<file path="config.mk">
export PLATFORM = sky130hd
export DESIGN_NAME = uart_mp
export DESIGN_NICKNAME = d
export VERILOG_FILES = /design/src/rtl/uart_mp_pkg.sv /design/src/rtl/uart_mp_fifo.sv /design/src/rtl/uart_mp_tx.sv /design/src/rtl/uart_mp_rx.sv /design/src/rtl/uart_mp.sv
export SDC_FILE = /design/constraint.sdc
export NUM_CORES = 1
export LEC_CHECK = 0
export CORE_MARGIN = 3
export CORE_UTILIZATION = 55
export CTS_CLUSTER_DIAMETER = 100
export DETAILED_ROUTE_END_ITERATION = 7
export DONT_BUFFER_PORTS = 1
export GPL_TIMING_DRIVEN = 0
export PLACE_DENSITY = 0.71
export SLEW_MARGIN = 40
export SYNTH_ARGS = -nofsm -noshare
export SYNTH_HDL_FRONTEND = slang
export SYNTH_SLANG_ARGS = --single-unit
</file>
<file path="constraint.sdc">
create_clock -name clk -period 7.1 [get_ports clk]
set_input_delay 0.355 -clock clk [delete_from_list [all_inputs] [get_ports clk]]
set_output_delay 0.355 -clock clk [all_outputs]
set_load 0.03 [all_outputs]
</file>
<file path="src/rtl/uart_mp_pkg.sv">
package uart_mp_pkg;
  // Oversampling ratio and its counter width.
  localparam int unsigned OVS  = 16;
  localparam int unsigned SUBW = $clog2(OVS);

  // One-cycle events raised by the receiver when a frame ends.
  typedef struct packed {
    logic par;
    logic frm;
    logic brk;
  } rx_evt_t;
endpackage

</file>
<file path="src/rtl/uart_mp_fifo.sv">
module uart_mp_fifo #(
  parameter int W     = 8,
  parameter int DEPTH = 8
) (
  input  logic         clk,
  input  logic         rst,
  input  logic         push,
  input  logic [W-1:0] din,
  input  logic         pop,
  output logic [W-1:0] dout,
  output logic         full,
  output logic         empty
);
  localparam int AW = $clog2(DEPTH);

  logic [W-1:0] mem [DEPTH];
  logic [AW:0]  wptr, rptr;

  assign empty = (wptr == rptr);
  assign full  = (wptr[AW] != rptr[AW]) && (wptr[AW-1:0] == rptr[AW-1:0]);
  assign dout  = mem[rptr[AW-1:0]];

  // Storage has no reset so it can map onto RAM.
  always_ff @(posedge clk) begin
    if (push && !full) mem[wptr[AW-1:0]] <= din;
  end

  always_ff @(posedge clk) begin
    if (rst) begin
      wptr <= '0;
      rptr <= '0;
    end else begin
      if (push && !full) wptr <= wptr + 1'b1;
      if (pop && !empty) rptr <= rptr + 1'b1;
    end
  end
endmodule

</file>
<file path="src/rtl/uart_mp_tx.sv">
module uart_mp_tx
  import uart_mp_pkg::*;
#(
  parameter int DW = 8
) (
  input  logic          clk,
  input  logic          rst,
  input  logic          tick,
  input  logic          avail,
  input  logic [DW-1:0] data,
  input  logic          nine,
  input  logic          ninth,
  output logic          pop,
  output logic          busy,
  output logic          txd
);
  localparam int FW = DW + 3;
  localparam int BW = $clog2(FW + 1);
  localparam logic [SUBW-1:0] SUB_END = SUBW'(OVS - 1);

  logic [FW-1:0]   sh;
  logic [BW-1:0]   idx, last;
  logic [SUBW-1:0] sub;

  assign pop = !busy && avail;
  assign txd = !busy || sh[0];

  always_ff @(posedge clk) begin
    if (rst) begin
      busy <= 1'b0;
      sub  <= '0;
      idx  <= '0;
      last <= '0;
      sh   <= '1;
    end else if (pop) begin
      sh   <= {1'b1, (nine ? ninth : 1'b1), data, 1'b0};
      last <= nine ? BW'(DW + 2) : BW'(DW + 1);
      idx  <= '0;
      sub  <= '0;
      busy <= 1'b1;
    end else if (busy && tick) begin
      if (sub == SUB_END) begin
        sub <= '0;
        sh  <= {1'b1, sh[FW-1:1]};
        if (idx == last) busy <= 1'b0;
        else             idx  <= idx + 1'b1;
      end else begin
        sub <= sub + 1'b1;
      end
    end
  end
endmodule

</file>
<file path="src/rtl/uart_mp_rx.sv">
module uart_mp_rx
  import uart_mp_pkg::*;
#(
  parameter int DW = 8
) (
  input  logic          clk,
  input  logic          rst,
  input  logic          tick,
  input  logic          rx_s,
  input  logic          par_en,
  input  logic          par_odd,
  input  logic          mp_en,
  input  logic [DW-1:0] own_addr,
  output logic          push,
  output logic [DW-1:0] pdata,
  output rx_evt_t       evt
);
  localparam int BW = $clog2(DW + 3);
  localparam logic [SUBW-1:0] S_A   = SUBW'(OVS / 2 - 1);
  localparam logic [SUBW-1:0] S_B   = SUBW'(OVS / 2);
  localparam logic [SUBW-1:0] S_C   = SUBW'(OVS / 2 + 1);
  localparam logic [SUBW-1:0] S_END = SUBW'(OVS - 1);

  logic            active, armed, sel, allz, s_a, s_b;
  logic [SUBW-1:0] sub;
  logic [BW-1:0]   bitn, last;
  logic [DW:0]     sh;
  logic            nine, maj, ninth_v;
  logic [DW-1:0]   data_v;

  assign nine    = par_en || mp_en;
  assign last    = nine ? BW'(DW + 2) : BW'(DW + 1);
  assign maj     = (s_a & s_b) | (s_a & rx_s) | (s_b & rx_s);
  assign ninth_v = sh[DW];
  assign data_v  = nine ? sh[DW-1:0] : sh[DW:1];

  always_ff @(posedge clk) begin
    if (rst) begin
      active <= 1'b0;
      armed  <= 1'b0;
      sel    <= 1'b0;
      allz   <= 1'b0;
      s_a    <= 1'b1;
      s_b    <= 1'b1;
      sub    <= '0;
      bitn   <= '0;
      sh     <= '0;
      push   <= 1'b0;
      pdata  <= '0;
      evt    <= '0;
    end else begin
      push <= 1'b0;
      evt  <= '0;
      if (!active) begin
        if (rx_s) armed <= 1'b1;
        if (tick && armed && !rx_s) begin
          active <= 1'b1;
          sub    <= '0;
          bitn   <= '0;
          allz   <= 1'b1;
        end
      end else if (tick) begin
        sub <= (sub == S_END) ? '0 : sub + 1'b1;
        if (sub == S_END) bitn <= bitn + 1'b1;
        if (sub == S_A) s_a <= rx_s;
        if (sub == S_B) s_b <= rx_s;
        if (sub == S_C) begin
          if (bitn == '0) begin
            if (maj) active <= 1'b0;          // noise, not a start bit
          end else if (bitn == last) begin
            active <= 1'b0;
            armed  <= 1'b0;
            if (allz && !maj) begin
              evt.brk <= 1'b1;
            end else begin
              evt.frm <= !maj;
              evt.par <= par_en && !mp_en && (ninth_v != ((^data_v) ^ par_odd));
              pdata   <= data_v;
              if (!mp_en)        push <= 1'b1;
              else if (ninth_v)  sel  <= (data_v == own_addr);
              else               push <= sel;
            end
          end else begin
            sh   <= {maj, sh[DW:1]};
            allz <= allz & !maj;
          end
        end
      end
    end
  end
endmodule

</file>
<file path="src/rtl/uart_mp.sv">
module uart_mp
  import uart_mp_pkg::*;
#(
  parameter int DW    = 8,
  parameter int DEPTH = 8,
  parameter int DIVW  = 16
) (
  input  logic            clk,
  input  logic            rst,
  input  logic [DIVW-1:0] baud_div,
  input  logic            par_en,
  input  logic            par_odd,
  input  logic            mp_en,
  input  logic [DW-1:0]   own_addr,
  input  logic            tx_push,
  input  logic [DW:0]     tx_data,
  output logic            tx_full,
  output logic            tx_idle,
  input  logic            rx_pop,
  output logic [DW-1:0]   rx_data,
  output logic            rx_empty,
  input  logic            flags_clr,
  output logic            err_parity,
  output logic            err_frame,
  output logic            err_break,
  output logic            err_overrun,
  input  logic            rxd,
  output logic            txd
);
  logic [DIVW-1:0] div_cnt;
  logic            tick;
  logic [1:0]      rx_sync;

  always_ff @(posedge clk) begin
    if (rst) begin
      div_cnt <= '0;
      tick    <= 1'b0;
      rx_sync <= 2'b11;
    end else begin
      tick    <= (div_cnt == baud_div);
      div_cnt <= (div_cnt == baud_div) ? '0 : div_cnt + 1'b1;
      rx_sync <= {rx_sync[0], rxd};
    end
  end

  // Transmit path
  logic [DW:0] txq_head;
  logic        txq_empty, tx_pop, tx_busy, tx_ninth;

  uart_mp_fifo #(.W(DW + 1), .DEPTH(DEPTH)) u_txq (
    .clk(clk), .rst(rst), .push(tx_push), .din(tx_data), .pop(tx_pop),
    .dout(txq_head), .full(tx_full), .empty(txq_empty)
  );

  assign tx_ninth = mp_en ? txq_head[DW] : ((^txq_head[DW-1:0]) ^ par_odd);
  assign tx_idle  = txq_empty && !tx_busy;

  uart_mp_tx #(.DW(DW)) u_tx (
    .clk(clk), .rst(rst), .tick(tick), .avail(!txq_empty),
    .data(txq_head[DW-1:0]), .nine(par_en || mp_en), .ninth(tx_ninth),
    .pop(tx_pop), .busy(tx_busy), .txd(txd)
  );

  // Receive path
  logic          rx_push, rxq_full;
  logic [DW-1:0] rx_pdata;
  rx_evt_t       rx_evt;

  uart_mp_rx #(.DW(DW)) u_rx (
    .clk(clk), .rst(rst), .tick(tick), .rx_s(rx_sync[1]),
    .par_en(par_en), .par_odd(par_odd), .mp_en(mp_en), .own_addr(own_addr),
    .push(rx_push), .pdata(rx_pdata), .evt(rx_evt)
  );

  uart_mp_fifo #(.W(DW), .DEPTH(DEPTH)) u_rxq (
    .clk(clk), .rst(rst), .push(rx_push), .din(rx_pdata), .pop(rx_pop),
    .dout(rx_data), .full(rxq_full), .empty(rx_empty)
  );

  always_ff @(posedge clk) begin
    if (rst || flags_clr) begin
      err_parity  <= 1'b0;
      err_frame   <= 1'b0;
      err_break   <= 1'b0;
      err_overrun <= 1'b0;
    end else begin
      err_parity  <= err_parity  | rx_evt.par;
      err_frame   <= err_frame   | rx_evt.frm;
      err_break   <= err_break   | rx_evt.brk;
      err_overrun <= err_overrun | (rx_push && rxq_full);
    end
  end
endmodule

</file>
## Word-level counts from Yosys, hierarchy flattened

Memories as Yosys holds them, arrays and structs flattened. A register that Yosys moved wholly into a read port is not among the register bits.
Cells that the tools add are included.
W data, S select, Z words.

- Register bits after elaboration: 97
- RAM bits: 136
- Input port bits: 42
- Output and inout port bits: 16
- Logic and storage cells: 181
- Memories: 2

- Add/sub/neg operators: 9
- Equality and inequality tests: 22
- Muxes and demuxes: 49
- Bitwise gates (word level): 19
- Reductions and logical operators: 50

Memory list:

| memory | depth | bits a word | read ports | clocked after memory_dff | write ports | line | source |
|---|---|---|---|---|---|---|---|
| u_txq.mem | 8 | 9 | 1 | 1 | 1 | uart_mp_fifo.sv:16 | `logic [W-1:0] mem [DEPTH];` |
| u_rxq.mem | 8 | 8 | 1 | 1 | 1 | uart_mp_fifo.sv:16 |  |

Operator list:

| operator | number |
|---|---|
| $add A4 B1 Y4 const B | 8 |
| $mux W1 | 32 |
| $mux W4 | 8 |
| $mux W10 | 3 |
| $add A16 B1 Y16 const B | 1 |
| $eq A16 B16 Y1 | 1 |
| $eq A4 B4 Y1 | 4 |
| $eq A4 B4 Y1 const B | 4 |
| $reduce_xor A8 Y1 | 2 |
| $logic_and A1 B1 Y1 | 15 |
| $reduce_and A3 Y1 | 5 |
| $reduce_and A5 Y1 | 3 |
| $mux W3 | 4 |
| $ne A2 B2 Y1 const B | 6 |
| $reduce_bool A2 Y1 | 5 |
| $eq A8 B8 Y1 | 1 |
| $logic_not A1 Y1 | 8 |
| $mux W8 | 1 |
| $reduce_and A8 Y1 | 1 |
| $not A1 Y1 | 7 |
| $reduce_or A7 Y1 | 1 |
| $eq A3 B3 Y1 | 2 |
| $or A1 B1 Y1 | 6 |
| $reduce_and A6 Y1 | 1 |
| other kinds (10) | 20 |

## Depth between registers and ports, before layout

- Depth after elaboration: 10
- Depth in mapped cells: 9
- Mapped depth without buffers: 8

## By module

From an unflattened synthesis, not the netlist that was laid out.

- Cell total of the unflattened synthesis: 851
- Area, all modules: 10762.8 µm²

By module, submodules not included:

| module | instances | cells an instance | area an instance (µm²) | sequential area each (µm²) |
|---|---|---|---|---|
| uart_mp_fifo (u_txq) | 1 | 189 | 3467.1 | 2382.3 |
| uart_mp_fifo (u_rxq) | 1 | 178 | 3166.8 | 2142.1 |
| uart_mp_rx | 1 | 239 | 2038.2 | 700.7 |
| uart_mp | 1 | 128 | 1139.8 | 460.4 |
| uart_mp_tx | 1 | 117 | 950.9 | 440.4 |

## Least setup slack after synthesis

No wires, ideal clock.

- Path type: register to register
- From: register u_txq.wptr[2]
- To: memory u_txq.mem[0][0] (netlist bit) (enable)
- Library setup time: 0.287 ns
- Arrival: 2.231 ns
- Path slack: 4.582 ns
- Stages on the path, launching flop included: 7
- Clock period less this slack: 2.518 ns
- Path through: dfxtp_1 > clkbuf_1 > xor2_1 > nor4_1 > nand2b_1 > or2_2 > nor3_1

- Word-level cells in the longest chain between the ends: 6

Ends and longest elaborated chain:

| item | line | source |
|---|---|---|
| start: declaration | uart_mp_fifo.sv:17 | `logic [AW:0] wptr, rptr;` |
| start signal: assignment | uart_mp_fifo.sv:33 | `if (push && !full) wptr <= wptr + 1'b1;` |
| $eq A3 B3 Y1 | uart_mp_fifo.sv:20 | `assign full = (wptr[AW] != rptr[AW]) && (wptr[AW-1:0] == rptr[AW-1:0]);` |
| $logic_and A1 B1 Y1 | uart_mp_fifo.sv:20 |  |
| named net tx_full | uart_mp.sv:17 | `output logic tx_full,` |
| $logic_not A1 Y1 | uart_mp_fifo.sv:25 | `if (push && !full) mem[wptr[AW-1:0]] <= din;` |
| $logic_and A1 B1 Y1 | uart_mp_fifo.sv:25 |  |
| $mux W1 | uart_mp_fifo.sv:25 |  |
| $mux W1 (implied by the code) | uart_mp_fifo.sv:25 |  |
| end: declaration | uart_mp_fifo.sv:16 |  |

The timed path passes the listed nets, and every way through them passes these cells.

==> results.cfg <==
[synth]
synth_nets = 825
synth_area_leaders = edfxtp_1, dfxtp_1, xor2_1, mux4_2, mux4_1
synthArstFlopShare_pct = 0
yosysTopAreaCell = edfxtp_1
netlist.area_leader.share_pct = 40.6
synthCells = 771
synth.yosys.warnings = 0
synth_cell_type_count = 54
ys_seq_area_share_pct = 61.0
syn_avg_cell_area_um2 = 13.0
synth_seq_cells = 238
synth_edf_count = 136
ys.flop_type = edfxtp_1
synthesis.area_um2 = 10000

[route]
firstDrtPassIters = 5
ant_nets = 0
routed_wl_mm = 19.6
detailroute.via_count = 6067
initialDrtViolationCount = 372
drc = 0
vias_per_cell = 5.74
wl_per_cell_um = 18.6

[power]
p_int_mw = 2.43
power_frac_seq_pct = 48.1
p_clk_share_pct = 38.4
p_sw_mw = 0.769
swShare_pct = 24.0
power.leakage_nw = 4.00
ir_drop_mv = 0.228
power_density_nw_per_um2 = 283
power.total_mw = 3.20
pwr-share-comb_pct = 13.5

[die]
num_rows = 48
io_pins = 58
dieArea_um2 = 19900
die_w_um = 141
core-area_um2 = 17600
start_util_pct = 57.1
die_h_um = 141

[placement]
dp_hpwl_mm = 13.6
portBuffers = 0
gp_congestion = 0.849

[worst_hold_path]
hold_depth = 3
hold_end = u_rx.sel$_SDFFE_PP0P_
hold_path.class = in -> reg
min-delay-start = mp_en

[final_layout]
area_delta_synth_final_pct = 12.6
layout-drive-gt1-share_pct = 12.2
finalNetCount = 867
fillers = 1285

[clock_tree]
cts-root-buf = clkbuf_16
cts_setup_buffers = 0
cts-buffers-inserted = 25
post_cts_resized = 0
cts_hold_buf = 11
cts_tree = done
cts.sinks = 238
clk_path_buf_depth = 3
clk_latency_ns = 0.52
htree_levels = 1
path_clk_slew_ns = 0.06

[setup_path]
max_stage_delay_ns = 0.56
reg2reg_from = u_rxq.wptr[2]$_SDFFE_PP0P_
crit_fanout = 10
rr_endpoint = u_rxq.mem[2][5]$_DFFE_PP_
startpoint_type = register
end_kind = output port
critPathBufInv = 2
critical_path_class = reg -> out
slowest_stage = mux4_2
critPathTopFamily = multiplexers
path_cells = clkbuf_1 > buf_2 > mux4_2 > mux2_2
crit_arrival_ns = 2.66
required_ns = 6.74
reg2reg_slack_ns = 4.55
rr_worst_depth = 6

[global_route]
first_global_vias = 5974
grt_remaining_overflow = 0
antenna_found_initial = 0
grt.total_usage_pct = 19.8
grt_pass1_wl_mm = 31.5
grt_start_max_net_pins = 15

[flow_run]
drv_cap = 0

[sta]
tightest_slew_ns = 0.765
tns_ns = 0
finalHoldViolCount = 0
clock_skew_ns = 0.0211
rsz0062_at_grt = false
fin_crit_sh_pct = 42.5
min_period_ns = 3.02
clock.fmax_ghz = 0.331
finalMaxSlewViolations = 0
setup_viol = 0
max_slew_margin_pct = 48.8

[status]
outcome = finished, final reports clean
## layer usage
metal	vias up	wire, um	part of all wire [%]	GRT usage (%)
met3	34	1020	5.2	3.77
li1	2898	-	-	-
met4	0	418	2.1	5.56
met1	2998	8260	42	26.4
met2	137	9930	51	33.5
met5	-	0	0	0
## sequential cells by signal (all words and copies together), names as in the netlist, 2 cells and up, named ones only
register    count
u_txq.wptr      4
u_rx.evt        3
u_txq.mem      72
u_rx.sh         9
u_rx.bitn       4
u_tx.sh        10
rx_sync         2
u_rx.pdata      8
u_txq.rptr      4
u_tx.sub        4
u_tx.idx        4
u_tx.last       3
div_cnt        16
u_rx.sub        4
u_rxq.mem      64
u_rxq.rptr      4
u_rxq.wptr      4
## power by group through the flow
| stage | registers (mW) | clock network [mW] | logic (mW) |
|---|---|---|---|
| floorplan | 1.56 | 0 | 0.343 |
| global placement | 1.56 | 0 | 0.406 |
| detailed placement | 1.57 | 0 | 0.424 |
| CTS | 1.54 | 1.25 | 0.438 |
| global route | 1.55 | 1.31 | 0.472 |
| finish | 1.54 | 1.23 | 0.432 |
## cell usage after synthesis, drive strengths merged (3+ instances only)
cell type  count
a21oi         47
and3           6
buf           13
clkbuf        27
dfxtp        102
edfxtp       136
ha            12
inv           13
mux2           9
mux2i         31
mux4          34
nand2         46
nand2b        14
nand3         14
nand4          8
nor2          89
nor2b          3
nor3          17
nor4           6
o211ai         9
o21ai         18
or2            4
or3            5
xnor2         29
xor2          53
## how the worst max path moves through the flow
stage	startpoint	endpoint	slack (ns)	cells past startpoint
floorplan	u_txq.wptr[2]$_SDFFE_PP0P_	u_txq.mem[0][0]$_DFFE_PP_	4.58	6
CTS	register	rx_data[3]	4.00	4
detailed placement	u_rxq.wptr[2]$_SDFFE_PP0P_	u_rxq.mem[2][6]$_DFFE_PP_	4.54	6
global placement	u_txq.wptr[2]$_SDFFE_PP0P_	u_txq.mem[0][8]$_DFFE_PP_	3.95	6
global route	register	rx_data[3]	3.89	4
finish	register	rx_data[3]	4.08	4
## logic make-up (layout without fill, tap and decap cells)
family / after synthesis / after routing / synth area share (%)
adder cells (fa/ha/maj): 13 / 13 / 1.59
flip-flops: 238 / 238 / 61.0
buffers and inverters: 53 / 113 / 2.27
AO/OA/AOI/OAI: 86 / 86 / 4.88
other: 0 / 1 / 0
XOR/XNOR: 83 / 83 / 7.45
multiplexers: 74 / 74 / 12.4
AND/OR/NAND/NOR: 224 / 224 / 10.5
## tightest hold or removal path, delay by kind of cell
kind	cells	cell delay, ns
AOI/OAI and AO/OA	1	0.05
and+or+nand+nor	2	0.16
## stage by stage
step / setup WS [ns] / cell area, um^2 / instances / utilization, % / hold WS [ns]
4_1_cts: 4.00 / 11300 / 1056 / 64.2 / 0.0750
2_1_floorplan: 4.58 / 10000 / 771 / - / 0.389
5_1_grt: 3.89 / 11300 / 1056 / 64.3 / 0.112
6_report: 4.08 / 11300 / 1057 / 64.3 / 0.0988
3_5_place_dp: 4.54 / 10400 / 1000 / 59.1 / 0.414
3_3_place_gp: 3.95 / 10300 / 996 / 58.7 / 0.394
## cell usage in the layout (no fill, tap or decap), drive strengths merged, types with 3 or more instances in the layout
cell type,instances
nor2b,3
edfxtp,136
and3,6
xnor2,29
buf,17
clkinv,6
o21ai,18
dfxtp,102
dlygate4sd3,11
clkinvlp,5
nand4,8
or3,5
inv,13
a21oi,47
nand2,46
nor2,89
nand3,14
mux2i,31
or2,4
nor4,6
clkbuf,59
mux2,9
ha,12
nand2b,14
xor2,53
o211ai,9
mux4,34
nor3,17
## cell type report
class	instances	area (um^2)	share of cell area (%)
flip-flops and latches	238	6130	54.2
multi-input cells	480	3750	33.2
clock buffers	32	652	5.76
well taps	225	282	2.49
plain buffers	40	180	1.59
repair buffers	15	134	1.18
clock inverters	13	130	1.15
inverters	13	48.8	0.431
diodes	1	2.50	0.0221
Note: power is estimated with default switching activity, not from simulation.
